==> config.mk <==
export PLATFORM = sky130hd
export DESIGN_NAME = winwdt_top
export DESIGN_NICKNAME = d
export VERILOG_FILES = /design/src/rtl/winwdt_pkg.sv /design/src/rtl/winwdt_regs.sv /design/src/rtl/winwdt_counter.sv /design/src/rtl/winwdt_keyfsm.sv /design/src/rtl/winwdt_top.sv
export SDC_FILE = /design/constraint.sdc
export NUM_CORES = 1
export LEC_CHECK = 0
export BUFFER_PORTS_ARGS = -buffer_cell sky130_fd_sc_hd__clkbuf_2
export CAP_MARGIN = 20
export CORE_MARGIN = 4
export CORE_UTILIZATION = 57
export DETAILED_ROUTE_END_ITERATION = 8
export PLACE_DENSITY = 0.78
export SLEW_MARGIN = 15
export SYNTH_ARGS = -nofsm -noshare
export SYNTH_HDL_FRONTEND = slang
export SYNTH_SLANG_ARGS = --single-unit
==> constraint.sdc <==
create_clock -name clk -period 2.87 [get_ports clk]
set_input_delay 0.574 -clock clk [delete_from_list [all_inputs] [get_ports clk]]
set_output_delay 0.574 -clock clk [all_outputs]
set_load 0.01 [all_outputs]
==> src/rtl/winwdt_pkg.sv <==
package winwdt_pkg;

  localparam logic [7:0] OFS_CTRL  = 8'h90;
  localparam logic [7:0] OFS_PRE   = 8'h94;
  localparam logic [7:0] OFS_STS   = 8'h98;
  localparam logic [7:0] OFS_KEY   = 8'h9C;
  localparam logic [7:0] OFS_CNT   = 8'hA0;
  localparam logic [7:0] OFS_REACT = 8'hA4;
  localparam logic [7:0] OFS_WIN   = 8'hA8;

  localparam logic [31:0] UNLOCK_WORD = 32'hA98559DA;
  localparam logic [31:0] KEY_ARM     = 32'h0000E51A;
  localparam logic [31:0] KEY_SERVE   = 32'h0000A35C;
  localparam logic [31:0] REACT_IRQ   = 32'h0000000A;
  localparam logic [31:0] REACT_RST   = 32'h00000005;

  typedef enum logic {
    KS_ACTIVE = 1'b0,
    KS_ARMED  = 1'b1
  } key_st_t;

  // Window code -> right-shift amount of the period (0 = undefined code)
  function automatic logic [2:0] win_decode(input logic [31:0] code);
    case (code)
      32'h0000_0050: return 3'd1;
      32'h0000_0500: return 3'd2;
      32'h0000_5000: return 3'd3;
      32'h0005_0000: return 3'd4;
      32'h0050_0000: return 3'd5;
      default:       return 3'd0;
    endcase
  endfunction

  function automatic logic [31:0] win_encode(input logic [2:0] sh);
    case (sh)
      3'd2:    return 32'h0000_0500;
      3'd3:    return 32'h0000_5000;
      3'd4:    return 32'h0005_0000;
      3'd5:    return 32'h0050_0000;
      default: return 32'h0000_0050;
    endcase
  endfunction

endpackage

==> src/rtl/winwdt_regs.sv <==
module winwdt_regs
  import winwdt_pkg::*;
#(
  parameter int PRE_W = 12
) (
  input  logic             clk,
  input  logic             rst_n,
  input  logic             wr_en,
  input  logic [7:0]       addr,
  input  logic [31:0]      wdata,
  input  logic             viol,
  output logic [PRE_W-1:0] pre_pend,
  output logic [2:0]       wsh_pend,
  output logic             react_irq,
  output logic             sts_fault
);

  logic             pre_we, win_we, react_we, sts_we;
  logic [2:0]       win_dec;
  logic [PRE_W-1:0] pre_d;
  logic [2:0]       wsh_d;
  logic             react_d, sts_d;
  logic [PRE_W-1:0] pre_q;
  logic [2:0]       wsh_q;
  logic             react_q, sts_q;

  assign pre_we   = wr_en && (addr == OFS_PRE);
  assign win_we   = wr_en && (addr == OFS_WIN);
  assign react_we = wr_en && (addr == OFS_REACT);
  assign sts_we   = wr_en && (addr == OFS_STS);
  assign win_dec  = win_decode(wdata);

  always_comb begin
    pre_d   = pre_q;
    wsh_d   = wsh_q;
    react_d = react_q;
    sts_d   = sts_q;
    if (pre_we)
      pre_d = wdata[PRE_W-1:0];
    if (win_we && (win_dec != 3'd0))
      wsh_d = win_dec;
    if (react_we)
      react_d = (wdata == REACT_IRQ);
    if (viol)
      sts_d = 1'b1;
    else if (sts_we && wdata[1])
      sts_d = 1'b0;
  end

  always_ff @(posedge clk or negedge rst_n) begin
    if (!rst_n) begin
      pre_q   <= '1;
      wsh_q   <= 3'd1;
      react_q <= 1'b0;
      sts_q   <= 1'b0;
    end else begin
      pre_q   <= pre_d;
      wsh_q   <= wsh_d;
      react_q <= react_d;
      sts_q   <= sts_d;
    end
  end

  assign pre_pend  = pre_q;
  assign wsh_pend  = wsh_q;
  assign react_irq = react_q;
  assign sts_fault = sts_q;

  AST_WIN_VALID: assert property (@(posedge clk) disable iff (!rst_n)
    (wsh_q >= 3'd1) && (wsh_q <= 3'd5));

  AST_STS_STICKY: assert property (@(posedge clk) disable iff (!rst_n)
    (sts_q && !(sts_we && wdata[1])) |=> sts_q);

endmodule

==> src/rtl/winwdt_counter.sv <==
module winwdt_counter #(
  parameter int PRE_W = 12,
  parameter int SHIFT = 13,
  localparam int CNT_W = PRE_W + SHIFT
) (
  input  logic             clk,
  input  logic             rst_n,
  input  logic             run,
  input  logic             load,
  input  logic [PRE_W-1:0] pre,
  input  logic [2:0]       wsh,
  output logic [CNT_W-1:0] cnt,
  output logic             cnt_zero,
  output logic             win_open
);

  logic [CNT_W-1:0] cnt_q, cnt_d;
  logic [CNT_W-1:0] per_q, per_d;
  logic [2:0]       wsh_q, wsh_d;
  logic [CNT_W-1:0] reload_val;
  logic [CNT_W-1:0] win_lim;
  logic             cnt_en;

  assign reload_val = {pre, {SHIFT{1'b0}}};
  assign cnt_en     = run && (cnt_q != '0);
  assign win_lim    = per_q >> wsh_q;

  always_comb begin
    cnt_d = cnt_q;
    per_d = per_q;
    wsh_d = wsh_q;
    if (load) begin
      cnt_d = reload_val;
      per_d = reload_val;
      wsh_d = wsh;
    end else if (cnt_en) begin
      cnt_d = cnt_q - CNT_W'(1);
    end
  end

  always_ff @(posedge clk or negedge rst_n) begin
    if (!rst_n) begin
      cnt_q <= '0;
      per_q <= '0;
      wsh_q <= 3'd1;
    end else begin
      cnt_q <= cnt_d;
      per_q <= per_d;
      wsh_q <= wsh_d;
    end
  end

  assign cnt      = cnt_q;
  assign cnt_zero = (cnt_q == '0);
  assign win_open = (cnt_q <= win_lim);

  AST_CNT_STEP: assert property (@(posedge clk) disable iff (!rst_n)
    (run && (cnt_q != '0) && !load) |=> (cnt_q == $past(cnt_q) - CNT_W'(1)));

  AST_CNT_BOUND: assert property (@(posedge clk) disable iff (!rst_n)
    run |-> (cnt_q <= per_q));

endmodule

==> src/rtl/winwdt_keyfsm.sv <==
module winwdt_keyfsm
  import winwdt_pkg::*;
(
  input  logic        clk,
  input  logic        rst_n,
  input  logic        ctrl_wr,
  input  logic        key_wr,
  input  logic [31:0] wdata,
  input  logic        cnt_zero,
  input  logic        win_open,
  output logic        run,
  output logic        load,
  output logic        viol
);

  logic    run_q, run_d;
  key_st_t st_q, st_d;
  logic    start, key_live, key_arm, key_serve;
  logic    svc_try, bad_key, early, svc_ok;

  assign start     = ctrl_wr && !run_q && (wdata == UNLOCK_WORD);
  assign key_live  = key_wr && run_q;
  assign key_arm   = key_live && (wdata == KEY_ARM);
  assign key_serve = key_live && (wdata == KEY_SERVE);
  assign svc_try   = key_serve && (st_q == KS_ARMED);
  assign bad_key   = key_live && !key_arm && !svc_try;
  assign early     = svc_try && !win_open;
  assign viol      = run_q && (cnt_zero || bad_key || early);
  assign svc_ok    = svc_try && win_open && !viol;
  assign load      = start || svc_ok || viol;

  always_comb begin
    run_d = run_q || start;
    st_d  = st_q;
    if (load)
      st_d = KS_ACTIVE;
    else if (key_arm)
      st_d = KS_ARMED;
  end

  always_ff @(posedge clk or negedge rst_n) begin
    if (!rst_n) begin
      run_q <= 1'b0;
      st_q  <= KS_ACTIVE;
    end else begin
      run_q <= run_d;
      st_q  <= st_d;
    end
  end

  assign run = run_q;

  AST_RUN_STICKY: assert property (@(posedge clk) disable iff (!rst_n)
    run_q |=> run_q);

  AST_ARMED_RUNNING: assert property (@(posedge clk) disable iff (!rst_n)
    (st_q == KS_ARMED) |-> run_q);

endmodule

==> src/rtl/winwdt_top.sv <==
module winwdt_top
  import winwdt_pkg::*;
#(
  parameter int PRE_W = 12,
  parameter int SHIFT = 13
) (
  input  logic        clk,
  input  logic        rst_n,
  input  logic        bus_wr,
  input  logic [7:0]  bus_addr,
  input  logic [31:0] bus_wdata,
  output logic [31:0] bus_rdata,
  output logic        nmi_o,
  output logic        rst_req_o
);

  localparam int CNT_W = PRE_W + SHIFT;

  logic [1:0]       rsync_q;
  logic             srst_n;
  logic             ctrl_wr, key_wr;
  logic             run, load, viol;
  logic [PRE_W-1:0] pre_pend;
  logic [2:0]       wsh_pend;
  logic             react_irq, sts_fault;
  logic [CNT_W-1:0] cnt;
  logic             cnt_zero, win_open;
  logic             nmi_q, nmi_d, rrq_q, rrq_d;

  // Reset: asserted asynchronously, released on the clock
  always_ff @(posedge clk or negedge rst_n) begin
    if (!rst_n) rsync_q <= 2'b00;
    else        rsync_q <= {rsync_q[0], 1'b1};
  end
  assign srst_n = rsync_q[1];

  assign ctrl_wr = bus_wr && (bus_addr == OFS_CTRL);
  assign key_wr  = bus_wr && (bus_addr == OFS_KEY);

  winwdt_regs #(.PRE_W(PRE_W)) u_regs (
    .clk       (clk),
    .rst_n     (srst_n),
    .wr_en     (bus_wr),
    .addr      (bus_addr),
    .wdata     (bus_wdata),
    .viol      (viol),
    .pre_pend  (pre_pend),
    .wsh_pend  (wsh_pend),
    .react_irq (react_irq),
    .sts_fault (sts_fault)
  );

  winwdt_keyfsm u_fsm (
    .clk      (clk),
    .rst_n    (srst_n),
    .ctrl_wr  (ctrl_wr),
    .key_wr   (key_wr),
    .wdata    (bus_wdata),
    .cnt_zero (cnt_zero),
    .win_open (win_open),
    .run      (run),
    .load     (load),
    .viol     (viol)
  );

  winwdt_counter #(.PRE_W(PRE_W), .SHIFT(SHIFT)) u_cnt (
    .clk      (clk),
    .rst_n    (srst_n),
    .run      (run),
    .load     (load),
    .pre      (pre_pend),
    .wsh      (wsh_pend),
    .cnt      (cnt),
    .cnt_zero (cnt_zero),
    .win_open (win_open)
  );

  assign nmi_d = viol && react_irq;
  assign rrq_d = viol && !react_irq;

  always_ff @(posedge clk or negedge srst_n) begin
    if (!srst_n) begin
      nmi_q <= 1'b0;
      rrq_q <= 1'b0;
    end else begin
      nmi_q <= nmi_d;
      rrq_q <= rrq_d;
    end
  end

  assign nmi_o     = nmi_q;
  assign rst_req_o = rrq_q;

  always_comb begin
    case (bus_addr)
      OFS_CTRL:  bus_rdata = run ? UNLOCK_WORD : 32'h0;
      OFS_PRE:   bus_rdata = 32'(pre_pend);
      OFS_STS:   bus_rdata = {30'h0, sts_fault, 1'b0};
      OFS_CNT:   bus_rdata = 32'(cnt);
      OFS_REACT: bus_rdata = react_irq ? REACT_IRQ : REACT_RST;
      OFS_WIN:   bus_rdata = win_encode(wsh_pend);
      default:   bus_rdata = 32'h0;
    endcase
  end

  AST_REACT_EXCL: assert property (@(posedge clk) disable iff (!srst_n)
    !(nmi_q && rrq_q));

  AST_PULSE_FLAGS: assert property (@(posedge clk) disable iff (!srst_n)
    (nmi_q || rrq_q) |-> sts_fault);

  AST_ZERO_REACTS: assert property (@(posedge clk) disable iff (!srst_n)
    (run && cnt_zero) |=> (nmi_q || rrq_q));

endmodule

* Yosys cells after proc, flatten, opt, wreduce, memory -nomap -nowiden *
Cells that the tools add are included.
Widths: inputs -> output; s select.

storage, ports and cells
  register bits after elaboration = 63
  input port bits = 43
  output and inout bits = 34
  logic and storage cells = 86

operators by class
  add/sub/neg operators = 1
  magnitude comparators = 1
  equality and inequality tests = 20
  shifts and indexed selects = 1
  mux-type cells = 11
  reduce and logical (&&, ||, !) cells = 40

operators by type and width
  cell                   number
  $pmux 32 s6            1
  $pmux 23 s4            1
  $eq 32x16->1 const B   2
  $eq 8x8->1 const B     7
  $mux 25                2
  $eq 32x11->1 const B   1
  $eq 32x15->1 const B   1
  $eq 32x19->1 const B   1
  $eq 32x23->1 const B   1
  $eq 32x32->1 const B   1
  $eq 32x4->1 const B    1
  $eq 32x7->1 const B    1
  $mux 32                1
  $le 25x25->1           1
  $logic_not 25->1       1
  $reduce_bool 25->1     1
  $shr 25x3->25          1
  $sub 25x1->25 const B  1
  $logic_and 1x1->1      23
  $pmux 3 s5             1
  $eq 3x2->1 const B     2
  $eq 3x3->1 const B     2
  $logic_not 1->1        6
  $reduce_bool 2->1      3
  other kinds (4)        11

* Longest topological paths before layout *
  depth after elaboration = 15
  mapped depth = 13
  mapped depth without buffers = 12

* Hierarchy *
A second synthesis with hierarchy kept.

unflattened totals
  cells, all modules = 514
  area total of the unflattened synthesis = 4804.6 µm²

modules (own cells, without submodules)
  module          times used  cells an instance  area each (µm²)  seq. area each (µm²)
  winwdt_counter  1           325                2894.0           1002.2
  winwdt_regs     1           78                 964.7            441.7
  winwdt_top      1           75                 629.4            100.1
  winwdt_keyfsm   1           36                 316.6            50.0

* Worst setup path after synthesis *
Ideal clock, no wire load.

  path kind = reg2reg
  start point = register u_cnt.wsh_q[0]
  end point = register u_regs.sts_q (netlist: u_regs.sts_fault)
  library setup time = 0.131 ns
  data arrival time = 3.084 ns
  required time = 2.739 ns
  setup slack = -0.345 ns
  stages on the path, launching flop included = 13
  path through = dfstp_2 -> clkbuf_1 -> clkbuf_1 -> mux2i_1 -> mux2i_1 -> mux2i_1 -> ha_1 -> nand4_1 -> or4_1 -> o311ai_0 -> nor4_1 -> o21ai_0 -> nand3_1

between the ends
  word-level cells in the longest chain between the ends = 7

RTL lines
  item                                                RTL line              text
  from (decl)                                         winwdt_counter.sv:19  logic [2:0] wsh_q, wsh_d;
  from (signal assigned)                              winwdt_counter.sv:49  wsh_q <= wsh_d;
  $shr 25x3->25 (*)                                   winwdt_counter.sv:26  assign win_lim = per_q >> wsh_q;
  $le 25x25->1 (*)                                    winwdt_counter.sv:55  assign win_open = (cnt_q <= win_lim);
  $logic_not 1->1 (*)                                 winwdt_keyfsm.sv:27   assign early = svc_try && !win_open;
  $logic_and 1x1->1 (*)                               winwdt_keyfsm.sv:27
  $logic_or 1x1->1 (*)                                winwdt_keyfsm.sv:28   assign viol = run_q && (cnt_zero || bad_key || early);
  $logic_and 1x1->1 (*)                               winwdt_keyfsm.sv:28
  $mux 1 / $reduce_bool 2->1 (equally long branches)  -
  to (signal assigned)                                winwdt_regs.sv:60     sts_q <= sts_d;
  to (decl)                                           winwdt_regs.sv:25     logic react_q, sts_q;

Every way passes the cells marked *; elsewhere a longest branch is shown, timed or not.
A chain may end at the register's enable or synchronous reset.

* Worst setup path after layout *
Ends and elaborated chain as after synthesis.

==> summary.md <==
| Metric | Value |
|---|---|
| Outcome | complete, but fails checks |
| Failing checks | setup timing |
| Largest net degree at the start of global routing | 48 |
| First-pass GRT wire length | around 24,000 µm |
| Critical Path End Type | register |
| P&R area growth vs syn | 25.8% |
| Hold Path Class | reg -> async |
| Layout cells sized above 1 | 0.339 |
| Sequential element share of the synthesized area | 0.344 |
| Nets@finish | 689 |
| Htree depth | 3 |
| Clock root cell | clkbuf_8 |
| PD cells | 296 nW/µm² |
| Cells after Synth | 504 |
| Flop and latch count out of synthesis | 63 |
| RSZ-0062 raised after global routing | yes |
| Starting density of the core | 0.593 |
| I/O pin cnt | between 70 and 80 |
| DR iter-0 viols | 520 |
| GRT overflow | 0 |
| Post-synth top area share | 0.265 |
| Core ar. | approximately 7800 µm² |
| CTS tree | yes |
| Routed wire length | 15,500 µm |
| Antenna violations before repair | 0 |
| Synth area leader | dfrtp_1 |
| Clock sink total | 63 |
| Fraction of registers with async set/reset | 1.00 |
| Wirelength per Cell | 21.2 µm |
| Cell Chain, Critical Path | buf_12, mux2i_2, mux2i_1, buf_4, mux2i_1, ha_1, nand4_1, or4_4, o311ai_4, nor4_2, o21ai_1, nand3_1 |
| GP Congestion | 1.00 |
| Crit path largest cell delay | between 0.5 and 0.6 ns |
| Synth area leaders | dfrtp_1 26%, dfstp_2 7.9%, mux2_2 6.8% |
| Worst EP required | about 3 ns |
| Post-DP HPWL | roughly 12,000 µm |
| Setup TNS Final | -0.0632 ns |
| Slowest-stage cell, CP | dfstp_2 |
| Max_cap viols | 0 |
| Num CTS Buffers | 9 |
| Max-slew violations | 0 |
| Final setup margin | -0.0580 ns |
| Post-synthesis cell type count | 62 |
| Most frequent CP cell | mux2i_1 |
| LEAKAGE | 2.82 nW |
| Startpoint Class | register |
| First-pass DRT Iterations | 6 |
| Die Span Y | 98.1 µm |
| Clock Tree Buf Depth | 2 |
| Layout Utilization | 0.746 |
| Row Count | 32 |
| Worst rel slew slack | 0.594 |
| Vias in the first global route | 4,738 |
| Vias per cell | around 6.8 |
| Synth cell count leaders | 55 x nand2_1, 49 x dfrtp_1, 34 x nor2_1, 28 x mux2_2, 23 x mux2i_1 |
| GRT Total Usage | 0.317 |
| Reg2reg setup slack | -0.06 ns |
| Diode count | 0 |
| Area of the mapped netlist | 4630 µm² |
| Pwr Total | between 1.5 and 2 mW |
| Hold slack | 0.148 ns |
| Top FF cell, synth | dfrtp_1 |
| Count leader, synth | nand2_1 |
| Measured slew at the worst slew-check pin | 0.601 ns |
| Vias | about 5,000 |
| Synth warnings | 0 |
| # setup viols final | 3 |
| F_max | 342 MHz |
| Later-pin clock latency in the skew report | about 0.35 ns |
| FILL cells | 557 |
| Pre-CTS WS | -0.247 ns |
| CP Max Fanout | 8 |
| Final hold viol count | 0 |
| Data arrival, critical path | 3.14 ns |
| Period utilization | 1.02 |
| DRC Markers | 0 |
| WS Path Type | reg -> reg |
| Post-route minimum period | 2.93 ns |
| Antenna Nets Post-Route | 0 |
| Maximum VDD drop | around 0.29 mV |
| Worst-path clk slew | 0.08 ns |
| Final clock skew | 0.0117 ns |
| Number of synthesized flops with an enable pin | 0 |
| Post-Syn Area per Cell | 9.19 µm² |
| Port buffer count | 72 |
| Die area | 9630 µm² |
| Die width | 98.1 µm |
[critical path: cells and delay by family, from the launching register on]
kind,cells,cell delay [ns]
adder cells (fa/ha/maj),1,0.33
AND/OR/NAND/NOR,4,0.80
buffers and inverters,2,0.31
multiplexers,3,0.40
AO/OA/AOI/OAI,2,0.36
flip-flops,1,0.59
[flip-flops by register name (all words and copies together) (netlist names)]
| signal | count |
|---|---|
| u_cnt.cnt | 25 |
| u_regs.sts_fault | 1 |
| u_regs.pre_pend | 12 |
| u_fsm.st_q | 1 |
| u_cnt.wsh_q | 3 |
| u_regs.wsh_pend | 3 |
| u_cnt.per_q | 12 |
| u_regs.react_irq | 1 |
| rsync_q | 2 |
| nmi_o | 1 |
| rst_req_o | 1 |
| u_fsm.run | 1 |
[metal layers]
layer	routed length [µm]	up-vias	track usage
met3	1530	90	0.0629
met1	5940	2348	0.402
li1	-	2163	-
met2	7110	354	0.516
met4	958	0	0.162
met5	0	-	0
[power breakdown]
part | internal, mW | switching [mW] | total, mW | leakage, nW
sequential | 0.905 | 0.0201 | 0.925 | 0.824
combinational | 0.0505 | 0.0662 | 0.117 | 1.91
clock | 0.333 | 0.349 | 0.682 | 0.0861
total | 1.29 | 0.436 | 1.72 | 2.82
[layout by cell type (no fill, tap or decap), drive strengths merged, types with 3 or more instances in the layout]
master / instances
xor2: 4
clkbuf: 85
dfrtp: 49
and3b: 3
or3: 7
o31ai: 7
inv: 10
or4: 10
nand4b: 4
a22oi: 4
a22o: 6
mux2: 28
a21o: 9
nand2: 55
xnor2: 7
mux2i: 23
dfstp: 14
o21ai: 17
clkinv: 3
nor4bb: 9
nand3: 16
conb: 5
nand4: 12
nor4: 14
buf: 60
nand2b: 9
o311ai: 4
and3: 10
a21oi: 18
a221o: 12
ha: 20
nor3: 18
nor2b: 7
a211oi: 4
nand3b: 6
nor2: 34
[cell families (layout without fill, tap and decap cells)]
group	Yosys count	count (layout)	share of synthesized area
other	2	5	0.00162
muxes	51	51	0.118
DFF	63	63	0.344
and+or+nand+nor	227	227	0.275
xor gates and xnor gates	11	11	0.0208
buffers and inverters	36	160	0.0359
adders and majority gates	20	20	0.0541
AOI/OAI and AO/OA	94	94	0.150
[through the flow]
step	cells	area [µm²]
after floorplan	507	4650
final	733	5820
after global placement	710	5460
after CTS	727	5690
after global routing	733	5820
after detailed placement	710	5460
[timing repair]
item,CTS,global route
gates resized for setup,11,17
endpoints found under the hold margin,2,0
cloned,0,1
setup buffers,0,4
setup endpoints to repair,3,40
hold buffers,1,0
pin swaps,1,7
[path summary, 6_finish.rpt]
| check | to | cells after the start | from |
|---|---|---|---|
| max in group asynchronous | u_cnt.wsh_q[0] | 1 | rsync_q[1] |
| min reg2reg | u_cnt.per_q[15] | 0 | rsync_q[1] |
| min in group clk | rsync_q[1] | 0 | rsync_q[0] |
| max | u_regs.sts_fault | 12 | u_cnt.wsh_q[0] |
| max reg2reg | u_regs.sts_fault | 12 | u_cnt.wsh_q[0] |
| min | u_cnt.per_q[15] | 0 | rsync_q[1] |
[area by class of cell]
cell class / count / area (µm²) / area share
Multi-Input combinational cell: 408 / 2980 / 0.512
Inverter: 10 / 37.5 / 0.00645
Clock buffer: 12 / 145 / 0.0249
Timing Repair Buffer: 134 / 912 / 0.157
Sequential cell: 63 / 1600 / 0.274
Clock inverter: 4 / 22.5 / 0.00387
Tap cell: 102 / 128 / 0.0219
No activity file was read; power rests on OpenSTA's default activity.
